--- src/rtl/wiper_spi_pkg.sv ---
package wiper_spi_pkg;
  // Write strobes sent from the serial control to the register datapath
  typedef struct packed {
    logic       ctlWr;     // write the control register
    logic       sharedWr;  // write the register behind the shared address
    logic [7:0] wdata;
  } strobe_t;
endpackage

--- src/rtl/wiper_spi_ctrl.sv ---
module wiper_spi_ctrl
  import wiper_spi_pkg::*;
#(
  parameter int          SYNC_STAGES = 2,
  parameter logic [7:0]  DEV_ID      = 8'h50,
  parameter logic [3:0]  OP_WRITE    = 4'b1011,
  parameter logic [3:0]  OP_READ     = 4'b1001
) (
  input  logic       clk,
  input  logic       rstN,
  input  logic       csN,
  input  logic       sck,
  input  logic       sdi,
  input  logic [7:0] rdData,
  output logic [1:0] rdAddr,
  output strobe_t    strb,
  output logic       sdo,
  output logic       sdoOe,
  output logic       csAct,
  output logic       sckFall
);
  localparam int FRAME_BITS = 24;
  localparam int HDR_BITS   = 16;
  localparam int CNT_W      = $clog2(FRAME_BITS + 1);
  localparam int TOP        = SYNC_STAGES - 1;
  localparam logic [CNT_W-1:0] HDR_LAST   = CNT_W'(HDR_BITS - 1);
  localparam logic [CNT_W-1:0] DATA_LAST  = CNT_W'(FRAME_BITS - 1);
  localparam logic [CNT_W-1:0] CNT_MAX    = CNT_W'(FRAME_BITS);
  localparam logic [CNT_W-1:0] DATA_FIRST = CNT_W'(HDR_BITS);

  logic [SYNC_STAGES-1:0] csSync, sckSync, sdiSync;
  logic                   sckLast;
  logic                   sckRise;
  logic                   sdiNow;
  logic [CNT_W-1:0]       bitCnt;
  logic [15:0]            shiftReg;
  logic [15:0]            nextWord;
  logic                   isWr, isRd, tgtCtl;
  logic [7:0]             outShift;
  logic                   sdoBit;
  logic                   idOk, mapped, hdrDone, dataDone;
  logic [3:0]             opCode;

  // input synchronizers
  always_ff @(posedge clk or negedge rstN) begin
    if (!rstN) begin
      csSync  <= '1;
      sckSync <= '0;
      sdiSync <= '0;
    end else begin
      csSync  <= {csSync[TOP-1:0], csN};
      sckSync <= {sckSync[TOP-1:0], sck};
      sdiSync <= {sdiSync[TOP-1:0], sdi};
    end
  end

  assign csAct    = ~csSync[TOP];
  assign sdiNow   = sdiSync[TOP];
  assign sckRise  = csAct &  sckSync[TOP] & ~sckLast;
  assign sckFall  = csAct & ~sckSync[TOP] &  sckLast;
  assign nextWord = {shiftReg[14:0], sdiNow};

  // header decode, valid in the cycle of the 16th rising edge
  assign opCode   = nextWord[7:4];
  assign idOk     = nextWord[15:8] == DEV_ID;
  assign mapped   = (nextWord[1:0] == 2'b00) || (nextWord[1:0] == 2'b11);
  assign hdrDone  = sckRise && (bitCnt == HDR_LAST);
  assign dataDone = sckRise && (bitCnt == DATA_LAST);
  assign rdAddr   = nextWord[1:0];

  always_ff @(posedge clk or negedge rstN) begin
    if (!rstN) begin
      sckLast  <= 1'b0;
      bitCnt   <= '0;
      shiftReg <= '0;
      isWr     <= 1'b0;
      isRd     <= 1'b0;
      tgtCtl   <= 1'b0;
      outShift <= '0;
      sdoBit   <= 1'b0;
      strb     <= '0;
    end else begin
      sckLast <= sckSync[TOP];
      strb    <= '0;
      if (!csAct) begin
        bitCnt   <= '0;
        isWr     <= 1'b0;
        isRd     <= 1'b0;
        tgtCtl   <= 1'b0;
        outShift <= '0;
        sdoBit   <= 1'b0;
      end else begin
        if (sckRise) begin
          shiftReg <= nextWord;
          if (bitCnt != CNT_MAX) bitCnt <= bitCnt + 1'b1;
          if (hdrDone) begin
            isWr   <= idOk && mapped && (opCode == OP_WRITE);
            isRd   <= idOk && mapped && (opCode == OP_READ);
            tgtCtl <= nextWord[1:0] == 2'b11;
            if (idOk && mapped && (opCode == OP_READ)) outShift <= rdData;
          end
          if (dataDone && isWr) begin
            strb.ctlWr    <= tgtCtl;
            strb.sharedWr <= ~tgtCtl;
            strb.wdata    <= nextWord[7:0];
          end
        end
        if (sckFall && isRd && (bitCnt >= DATA_FIRST)) begin
          sdoBit   <= outShift[7];
          outShift <= {outShift[6:0], 1'b0};
        end
      end
    end
  end

  assign sdo   = sdoBit;
  assign sdoOe = csAct;
endmodule

--- src/rtl/wiper_reg_file.sv ---
module wiper_reg_file
  import wiper_spi_pkg::*;
#(
  parameter int                  WIPER_W  = 7,
  parameter logic [WIPER_W-1:0]  INIT_POS = WIPER_W'(64)
) (
  input  logic               clk,
  input  logic               rstN,
  input  strobe_t            strb,
  input  logic [1:0]         rdAddr,
  output logic [7:0]         rdData,
  output logic [WIPER_W-1:0] wiper
);
  localparam int SEL_BIT = 7;

  logic [7:0]         ctlReg;
  logic [WIPER_W-1:0] liveReg;
  logic [WIPER_W-1:0] bootReg;
  logic               liveSel;

  assign liveSel = ctlReg[SEL_BIT];

  always_ff @(posedge clk or negedge rstN) begin
    if (!rstN) begin
      ctlReg  <= '0;
      bootReg <= INIT_POS;
      liveReg <= INIT_POS;
    end else begin
      if (strb.ctlWr) ctlReg <= strb.wdata;
      if (strb.sharedWr) begin
        liveReg <= strb.wdata[WIPER_W-1:0];
        if (!liveSel) bootReg <= strb.wdata[WIPER_W-1:0];
      end
    end
  end

  always_comb begin
    case (rdAddr)
      2'b11:   rdData = ctlReg;
      2'b00:   rdData = liveSel ? 8'(liveReg) : 8'(bootReg);
      default: rdData = 8'h00;
    endcase
  end

  assign wiper = liveReg;
endmodule

--- src/rtl/wiper_spi_target.sv ---
module wiper_spi_target
  import wiper_spi_pkg::*;
#(
  parameter int                  WIPER_W     = 7,
  parameter logic [WIPER_W-1:0]  INIT_POS    = WIPER_W'(64),
  parameter int                  SYNC_STAGES = 2,
  parameter logic [7:0]          DEV_ID      = 8'h50
) (
  input  logic               clk,
  input  logic               rstN,
  input  logic               csN,
  input  logic               sck,
  input  logic               sdi,
  output logic               sdo,
  output logic               sdoOe,
  output logic [WIPER_W-1:0] wiper
);
  strobe_t    strb;
  logic [1:0] rdAddr;
  logic [7:0] rdData;
  logic       csAct;
  logic       sckFall;

  wiper_spi_ctrl #(
    .SYNC_STAGES(SYNC_STAGES),
    .DEV_ID     (DEV_ID)
  ) u_ctrl (
    .clk    (clk),
    .rstN   (rstN),
    .csN    (csN),
    .sck    (sck),
    .sdi    (sdi),
    .rdData (rdData),
    .rdAddr (rdAddr),
    .strb   (strb),
    .sdo    (sdo),
    .sdoOe  (sdoOe),
    .csAct  (csAct),
    .sckFall(sckFall)
  );

  wiper_reg_file #(
    .WIPER_W (WIPER_W),
    .INIT_POS(INIT_POS)
  ) u_regs (
    .clk   (clk),
    .rstN  (rstN),
    .strb  (strb),
    .rdAddr(rdAddr),
    .rdData(rdData),
    .wiper (wiper)
  );
endmodule

--- config.mk ---
export PLATFORM = sky130hd
export DESIGN_NAME = wiper_spi_target
export DESIGN_NICKNAME = d
export VERILOG_FILES = /design/src/rtl/wiper_spi_pkg.sv /design/src/rtl/wiper_spi_ctrl.sv /design/src/rtl/wiper_reg_file.sv /design/src/rtl/wiper_spi_target.sv
export SDC_FILE = /design/constraint.sdc
export NUM_CORES = 1
export LEC_CHECK = 0
export BUFFER_PORTS_ARGS = -buffer_cell sky130_fd_sc_hd__clkbuf_2
export CAP_MARGIN = 5
export CORE_MARGIN = 3
export CORE_UTILIZATION = 45
export CTS_BUF_LIST = sky130_fd_sc_hd__clkbuf_8
export DETAILED_ROUTE_END_ITERATION = 12
export HOLD_SLACK_MARGIN = 0.06
export PLACE_DENSITY = 0.61
export SKIP_LAST_GASP = 1
export SLEW_MARGIN = 15
export SYNTH_ARGS = -nofsm -noshare
export SYNTH_HDL_FRONTEND = slang
export SYNTH_SLANG_ARGS = --single-unit
--- constraint.sdc ---
create_clock -name clk -period 2.2 [get_ports clk]
set_input_delay 0.22 -clock clk [delete_from_list [all_inputs] [get_ports clk]]
set_output_delay 0.22 -clock clk [all_outputs]
set_load 0.005 [all_outputs]
==> out/results.tsv, run 1 <==
metric	value	unit
grt_usage	15.8	%
synth-warning-count	0	
status	finished, final reports clean	
finalSetupViolations	0	
overflow	0	
power_density	770	mW/mm²
gp_congestion	0.758	
core	0.00613	mm²
synthFlopType	dfrtp_1	
drt_iter0_drc	91	
fin_cells	325	
via_per_inst	5.39	
syn_avg_cell_area	13.7	µm²
dp.cells	305	
synth_nets	226	
cp.arrival	2.21	ns
path_class	reg2reg	
synth-seq-area-share	60.2	%
antenna_cells	0	
clock_latency	0.34	ns
grt_max_degree	30	
synth_area_leader_cell	dfrtp_1	
endpoint_kind	register	
clk_pin_slew	0.07	ns
cts_tree	yes	
drv_slew	0	
clock-sinks	71	
vias	1752	
cts_root_buf	clkbuf_8	
ant_nets	0	
wl	5.28	mm
min_path_type	reg2reg	
cp_data_required_time	2.46	ns
design.die.area	0.00758	mm²
synth_most_common_cell	dfrtp_1	
async_flop_share	100	%
io_pins	14	
grt_pass1_vias	1832	
clock.fmax	0.514	GHz
irDropWorstVdd	542	µV
antenna_found_initial	0	
die_w	87.1	µm
slew_headroom	64.9	%
drive_gt1_share	35.6	%
rows	28	
cp-start-kind	register	
crit_path_max_incr_delay	0.42	ns
cp_max_fo	7	
slowest_stage	dfrtp_1	
die_y	87.1	µm
hold_viol	0	
ys_types	35	
yosys-top-cells-count	67 x dfrtp_1, 44 x mux2_2, 10 x nand2_1, 8 x and2_1	
cp_common_cell	ha_1	
io_buffers	13	
clock-skew-final	0.00835	ns
min_period	1.94	ns
worst_pin_slew	0.527	ns
yosysTopAreaCellShare	56.7	%
drv_cap	0	
post_cts_buffers	0	
syn_inst	216	
worstPathCellList	ha_1 -> and3_1 -> ha_1 -> and3b_4 -> a221oi_2 -> buf_4 -> o2bb2ai_1	
crit_buf_inv	1	
synth_edf_count	0	
leakage	0.00162	µW
cp_top_family	adder cells	
nNetsFinal	255	
grt_pass1_wl	9.03	mm
routedWlPerCell	16.2	µm
start_util	48.3	%
route.detailed.drc	0	
fillCellCount	519	
ys_ff_latch	71	
synth_top_cells_by_area	dfrtp_1 57%, mux2_2 17%, dfstp_2 3.6%	
clockBufferDepth	2	
fin_crit_sh	88.4	%
tns	0	ns
syn_area	0.00296	mm²
rsz0062_at_grt	no	
h-tree-depth	3	
hpwl	3.59	mm
area_delta_synth_final	15.1	%
dr.pass1.iters	5	
cts_buffers	9	
worst paths after layout:
kind / startpoint / slack, ns / end / depth (start not counted)
min: u_ctrl.sdiSync[0]$_DFF_PN0_ / 0.34 / u_ctrl.sdiSync[1]$_DFF_PN0_ / 0
max reg2reg: u_ctrl.bitCnt[0]$_DFFE_PN0P_ / 0.26 / u_ctrl.outShift[2]$_DFFE_PN0P_ / 7
max: u_ctrl.bitCnt[0]$_DFFE_PN0P_ / 0.26 / u_ctrl.outShift[2]$_DFFE_PN0P_ / 7
min reg2reg: u_ctrl.sdiSync[0]$_DFF_PN0_ / 0.34 / u_ctrl.sdiSync[1]$_DFF_PN0_ / 0
max in group asynchronous: rstN / 1.19 / u_ctrl.csSync[0]$_DFF_PN1_ / 3
min in group asynchronous: rstN / 0.40 / u_regs.wiper[3]$_DFFE_PN0P_ / 2
sequential cells by signal, indices dropped and copies added, names as in the netlist:
name             flops
u_ctrl.shiftReg     15
u_regs.wiper         7
u_ctrl.tgtCtl        1
u_ctrl.sckSync       2
u_regs.ctlReg        8
u_ctrl.sckLast       1
u_ctrl.isWr          1
u_ctrl.bitCnt        5
u_ctrl.strb         10
u_ctrl.outShift      8
u_ctrl.isRd          1
u_ctrl.csSync        2
u_regs.bootReg       7
u_ctrl.sdo           1
u_ctrl.sdiSync       2
kinds of logic after synthesis:
logic type	Yosys count	synth area share, %
AND/OR/NAND/NOR	44	9.18
multiplexers	45	17.1
flip-flops	71	60.2
buffers and inverters	16	2.33
adder cells (fa/ha/maj)	5	2.11
AO/OA/AOI/OAI	34	8.79
XOR/XNOR	1	0.296
cells in the final DEF (no fill, tap or decap), types with 2 or more instances in the layout:
cell and instances:
a21oi_1 5, a22o_1 7, a22oi_1 6, and2_1 8, and3_1 2, buf_12 2, buf_4 8, clkbuf_2 12
clkbuf_8 10, clkinv_2 3, dfrtp_1 67, dfstp_2 4, dlygate4sd3_1 4, ha_1 5, inv_1 9, mux2_2 44
nand2_1 10, nand3_1 4, nand4_1 2, nand4b_1 2, nor2_1 3, nor2b_1 3, nor4_1 3, nor4b_1 2
o21ai_0 4, o2bb2ai_1 7
routing by layer:
metal | track usage [%] | vias up | share of wire, %
met5 | 0 | - | 0
met4 | 7.53 | 0 | 2.1
met3 | 4.54 | 15 | 3.1
met2 | 24.4 | 28 | 47
met1 | 20.6 | 867 | 48
li1 | - | 842 | -
metrics by stage:
stage          power, µW  cell area (µm²)  utilization, %  hold WS [ns]  setup WS (ns)
6_report            2620             3410            55.6         0.344          0.255
5_1_grt             2750             3410            55.6         0.357          0.130
4_1_cts             2670             3410            55.6         0.347          0.257
3_5_place_dp        1650             3180            51.8         0.234          0.285
3_3_place_gp        1640             3180            51.8         0.227          0.330
2_1_floorplan       1560             2960               -       -0.0756          0.336
where the power goes:
part           total (µW)  switching (µW)  internal, µW  leakage [µW]
registers            1450            67.8          1380      0.000957
logic                 173            81.8          91.6      0.000554
clock network        1000             460           541      0.000108
total                2620             610          2010       0.00162
cell type report:
cell class / count / area (µm²) / share of cell area (%)
sequential: 71 / 1780 / 52.3
inverter: 7 / 26.3 / 0.771
tap: 75 / 93.8 / 2.76
multi-input combinational: 129 / 1110 / 32.5
clock inverter: 6 / 52.6 / 1.54
timing repair buffer: 27 / 205 / 6.02
clock buffer: 10 / 138 / 4.04
repair_timing:
| action | CTS | global route |
|---|---|---|
| hold buffers | 4 | 0 |
| hold endpoints to repair | 21 | 0 |
| gates resized for setup | 0 | 0 |
No activity file was read; power rests on OpenSTA's default activity.
==> inputs of run 2 (changes only) <==
--- a/config.mk
+++ b/config.mk
@@ -7,7 +7,6 @@
 export LEC_CHECK = 0
 export BUFFER_PORTS_ARGS = -buffer_cell sky130_fd_sc_hd__clkbuf_2
 export CAP_MARGIN = 5
-export CORE_MARGIN = 3
 export CORE_UTILIZATION = 45
 export CTS_BUF_LIST = sky130_fd_sc_hd__clkbuf_8
 export DETAILED_ROUTE_END_ITERATION = 12
==> constraint.sdc (replaced) <==
create_clock -name clk -period 2.1 [get_ports clk]
set_input_delay 0.21 -clock clk [delete_from_list [all_inputs] [get_ports clk]]
set_output_delay 0.21 -clock clk [all_outputs]
set_load 0.005 [all_outputs]
==> run 2 against run 1 <==
Compared with the run above: register-to-register slack got worse by 0.08 ns; non-clock buffer count fell by 1; first-iteration DRC count shrank 29%; die area decreased by 9.0%; largest power group unchanged; sequential cell count unchanged.
==> out/results.tsv, run 2 (synthesis results as in run 1) <==
metric	value	unit
grt_usage	17.5	%
tns	0	ns
irDropWorstVdd	419	µV
io_pins	14	
wl	5.32	mm
cts_root_buf	clkbuf_8	
worstHoldEndpoint	u_ctrl.sckSync[1]$_DFF_PN0_	
cp.arrival	2.19	ns
clock.fmax	0.518	GHz
crit_path_max_incr_delay	0.42	ns
cp_max_fo	7	
die_w	83.1	µm
route.detailed.drc	0	
grt_max_degree	72	
ant_nets	0	
min_path_type	reg2reg	
h-tree-depth	3	
start_util	46.6	%
cts_tree	yes	
dr.pass1.iters	3	
worst_pin_slew	0.463	ns
antenna_cells	0	
drt_iter0_drc	65	
r2r_slack	0.17	ns
fin_cells	326	
final_common_cell	dfrtp_1	
mostFrequentLayoutCells	67 x dfrtp_1, 44 x mux2_2, 12 x clkbuf_2	
post_cts_buffers	0	
hpwl	3.48	mm
cp_data_required_time	2.37	ns
slew_headroom	69.1	%
drive_gt1_share	35.3	%
routedWlPerCell	16.3	µm
clk_pin_slew	0.07	ns
via_per_inst	5.33	
dp.cells	306	
rows	29	
hold_viol	0	
clock_latency	0.35	ns
ff2ff_path_depth	7	
finalInstanceArea	0.00344	mm²
cp_common_cell	ha_1	
nNetsFinal	254	
post_dp_cell_area	0.00316	mm²
worstPathCellList	ha_1 -> and3_1 -> ha_1 -> and3b_4 -> a221oi_2 -> buf_4 -> o2bb2ai_1	
rsz0062_at_grt	no	
path_class	reg2reg	
area_delta_synth_final	16.1	%
drv_slew	0	
io_buffers	13	
vias	1739	
grt_pass1_wl	9.34	mm
slowest_stage	dfrtp_1	
endpoint_kind	register	
power_density	868	mW/mm²
whs_path_depth	0	
clock-skew-final	0.0110	ns
leakage	0.00162	µW
cp-start-kind	register	
clock-sinks	71	
overflow	0	
grt_pass1_vias	1853	
core	0.00635	mm²
gp_congestion	0.775	
min-delay-start	u_ctrl.sckSync[0]$_DFF_PN0_	
hold_ws	0.356	ns
fin_crit_sh	91.8	%
cts_buffers	9	
antenna_found_initial	0	
drv_cap	0	
status	finished, final reports clean	
min_period	1.93	ns
reg.largest.list	u_ctrl.shiftReg x15, u_ctrl.strb x10	
finalSetupViolations	0	
timing.rr.end	u_ctrl.outShift[1]$_DFFE_PN0P_	
rr_startpoint	u_ctrl.bitCnt[0]$_DFFE_PN0P_	
top_register	u_ctrl.shiftReg	
largest_register_ffs	15	
die_y	83.1	µm
clockBufferDepth	2	
design.die.area	0.00690	mm²
==> run 2: what timing repair did <==
| action | CTS | global route |
|---|---|---|
| setup endpoints to repair | 0 | 0 |
| hold buffers | 4 | 0 |
| resized for setup | 0 | 0 |
| hold endpoints to repair | 70 | 0 |
==> run 2: layout make-up <==
type / instances / area (µm²)
fillers: 530 / 2910
flip-flops and latches: 71 / 1780
multi-input cells: 129 / 1110
repair buffers: 26 / 185
clock buffers: 9 / 124
clock inverters: 7 / 114
well taps: 77 / 96.3
inverters: 7 / 26.3
==> run 2: worst max-delay path, delay by kind of cell (launching register included) <==
| family | cells | cell delay [ns] |
|---|---|---|
| adders and majority gates | 2 | 0.45 |
| DFF | 1 | 0.42 |
| and+or+nand+nor | 2 | 0.41 |
| AOI/OAI and AO/OA | 2 | 0.38 |
| buffers and inverters | 1 | 0.19 |
==> run 2: worst max-delay path by stage <==
stage | from | end | cells after the start
floorplan | u_ctrl.bitCnt[0]$_DFFE_PN0P_ | u_ctrl.outShift[1]$_DFFE_PN0P_ | 6
global placement | u_ctrl.bitCnt[0]$_DFFE_PN0P_ | u_ctrl.outShift[4]$_DFFE_PN0P_ | 7
detailed placement | u_ctrl.bitCnt[0]$_DFFE_PN0P_ | u_ctrl.outShift[4]$_DFFE_PN0P_ | 7
CTS | u_ctrl.bitCnt[0]$_DFFE_PN0P_ | u_ctrl.outShift[1]$_DFFE_PN0P_ | 7
global route | u_ctrl.shiftReg[0]$_DFFE_PN0P_ | u_ctrl.outShift[7]$_DFFE_PN0P_ | 7
finish | u_ctrl.bitCnt[0]$_DFFE_PN0P_ | u_ctrl.outShift[1]$_DFFE_PN0P_ | 7
==> run 2: report_power, final <==
part           leakage, µW  total (µW)  switching (µW)  internal (µW)
Clock             0.000122        1290             509            782
Combinational     0.000544         177            84.5           92.4
Sequential        0.000957        1510            67.3           1450
==> run 2: metal layers <==
metal / up-vias / part of all wire (%) / global-route usage, %
met5: - / 0 / 0
met4: 0 / 3.1 / 9.87
met3: 13 / 2.1 / 3.68
met2: 23 / 45 / 25.6
met1: 859 / 50 / 24.4
li1: 844 / - / -
==> run 2: per-stage QoR <==
step	util, %	total power (µW)	setup WS, ns
after floorplan	-	1630	0.236
after global placement	49.7	1710	0.239
after detailed placement	49.7	1720	0.201
after CTS	54.1	3010	0.178
after global routing	54.1	3100	0.0668
final	54.1	2980	0.171
==> inputs of run 3 (changes only) <==
--- a/config.mk
+++ b/config.mk
@@ -7,11 +7,13 @@
 export LEC_CHECK = 0
 export BUFFER_PORTS_ARGS = -buffer_cell sky130_fd_sc_hd__clkbuf_2
 export CAP_MARGIN = 5
+export CORE_MARGIN = 2
 export CORE_UTILIZATION = 45
 export CTS_BUF_LIST = sky130_fd_sc_hd__clkbuf_8
 export DETAILED_ROUTE_END_ITERATION = 12
 export HOLD_SLACK_MARGIN = 0.06
 export PLACE_DENSITY = 0.61
+export REMOVE_ABC_BUFFERS = 1
 export SKIP_LAST_GASP = 1
 export SLEW_MARGIN = 15
 export SYNTH_ARGS = -nofsm -noshare
==> run 3 against run 2 <==
Compared with the run above: first-iteration DRC count grew 29%; global-route usage fell by 1.4 points; hold slack lost 0.0044 ns; fmax shrank 0.46%; register-to-register slack about the same; setup slack worse by 0.0089 ns; combinational power about the same.
==> out/results.tsv, run 3 (synthesis results as in run 1) <==
metric	value	unit
status	finished, final reports clean	
slowest_stage	dfrtp_1	
dp.cells	305	
wl	5.34	mm
routed.top_layer	met4	
design.die.area	0.00724	mm²
finalSetupViolations	0	
final_common_cell	dfrtp_1	
clockBufferDepth	2	
cp_max_fo	7	
r2r_slack	0.16	ns
timing.rr.end	u_ctrl.outShift[7]$_DFFE_PN0P_	
worstPathCellList	ha_1 -> and3_1 -> ha_1 -> and3b_4 -> a221oi_2 -> buf_4 -> o2bb2ai_1	
ant_nets	0	
slew_headroom	68.8	%
cp_top_family	adder cells	
met3_length	205	µm
grt_pass1_vias	1754	
hold_viol	0	
met1_length	2.54	mm
die_w	85.1	µm
ff2ff_path_depth	7	
dr.pass1.iters	4	
rsz0062_at_grt	no	
power_density	880	mW/mm²
start_util	46.6	%
final_util	54.1	%
cts_root_buf	clkbuf_8	
drv_slew	0	
nNetsFinal	253	
endpoint_kind	register	
drive_gt1_share	35.9	%
hpwl	3.42	mm
clk_pin_slew	0.07	ns
mostFrequentLayoutCells	67 x dfrtp_1, 44 x mux2_2, 12 x clkbuf_2	
rows	29	
crit_path_max_incr_delay	0.42	ns
top_register	u_ctrl.shiftReg	
overflow	0	
grt_usage	16.1	%
wl_met2	2.52	mm
area_delta_synth_final	16.1	%
largest_register_ffs	15	
grt_max_degree	72	
gp_congestion	0.780	
post_dp_cell_area	0.00315	mm²
drt_iter0_drc	84	
vias	1743	
fin_cells	325	
worst_pin_slew	0.468	ns
leakage	0.00162	µW
io_pins	14	
path_class	reg2reg	
rr_startpoint	u_ctrl.bitCnt[0]$_DFFE_PN0P_	
clock-skew-final	0.0104	ns
h-tree-depth	3	
min_period	1.94	ns
die_y	85.1	µm
ctsResizeCount	0	
tns	0	ns
post_cts_buffers	0	
cp_common_cell	ha_1	
reg.largest.list	u_ctrl.shiftReg x15, u_ctrl.strb x10	
setup.worst_path.start	u_ctrl.bitCnt[0]$_DFFE_PN0P_	
cts_tree	yes	
core	0.00635	mm²
post_cts_hold_buffer_count	4	
via_per_inst	5.36	
critPathCapture	u_ctrl.outShift[7]$_DFFE_PN0P_	
antenna_found_initial	0	
route.detailed.drc	0	
cp-start-kind	register	
antenna_cells	0	
io_buffers	13	
min_path_type	reg2reg	
grt_pass1_wl	8.81	mm
clock-sinks	71	
cp_data_required_time	2.37	ns
drv_cap	0	
fin_crit_sh	92.3	%
routedWlPerCell	16.4	µm
hold_ws	0.351	ns
clock.fmax	0.516	GHz
cts_buffers	9	
crit_cells	7	
crit_buf_inv	1	
cp.arrival	2.21	ns
finalInstanceArea	0.00344	mm²
clock_latency	0.35	ns
irDropWorstVdd	580	µV
==> run 3: final cells by class <==
| class | count | area, µm² |
|---|---|---|
| clock buffer | 10 | 138 |
| timing repair buffer | 25 | 178 |
| multi-input combinational | 129 | 1110 |
| inverter | 7 | 26.3 |
| clock inverter | 6 | 108 |
| tap | 77 | 96.3 |
| sequential | 71 | 1780 |
| fill | 549 | 2910 |
==> run 3: routing by layer <==
| metal | up-vias | GRT usage, % |
|---|---|---|
| met4 | 0 | 7.50 |
| met5 | - | 0 |
| met2 | 31 | 24.1 |
| li1 | 839 | - |
| met1 | 864 | 21.6 |
| met3 | 9 | 4.96 |
==> run 3: power breakdown <==
group          internal (µW)  switching (µW)
Sequential              1450            70.1
Clock                    817             510
Combinational           92.6            87.8
==> run 3: worst min-delay path by stage <==
stage / from / end / slack, ns / depth (start not counted)
6_report: u_ctrl.sckSync[0]$_DFF_PN0_ / u_ctrl.sckSync[1]$_DFF_PN0_ / 0.35 / 0
5_1_grt: u_ctrl.sckSync[0]$_DFF_PN0_ / u_ctrl.sckSync[1]$_DFF_PN0_ / 0.36 / 0
4_1_cts: u_ctrl.sckSync[0]$_DFF_PN0_ / u_ctrl.sckSync[1]$_DFF_PN0_ / 0.35 / 0
3_3_place_gp: rstN / u_regs.wiper[2]$_DFFE_PN0P_ / 0.27 / 2
3_5_place_dp: rstN / u_ctrl.strb[2]$_DFF_PN0_ / 0.27 / 2
2_1_floorplan: rstN / u_ctrl.bitCnt[0]$_DFFE_PN0P_ / -0.09 / 0
==> run 3: worst register-to-register path, stage by stage (launching register included) <==
cell and delay (ns):
dfrtp_1 0.42, ha_1 0.24, and3_1 0.19, ha_1 0.21
and3b_4 0.23, a221oi_2 0.27, buf_4 0.19, o2bb2ai_1 0.12
==> run 3: per-stage QoR <==
| step | setup slack (ns) | power [µW] |
|---|---|---|
| floorplan | 0.236 | 1630 |
| global placement | 0.241 | 1720 |
| detailed placement | 0.191 | 1720 |
| CTS | 0.183 | 3060 |
| global route | 0.0693 | 3130 |
| finish | 0.162 | 3020 |
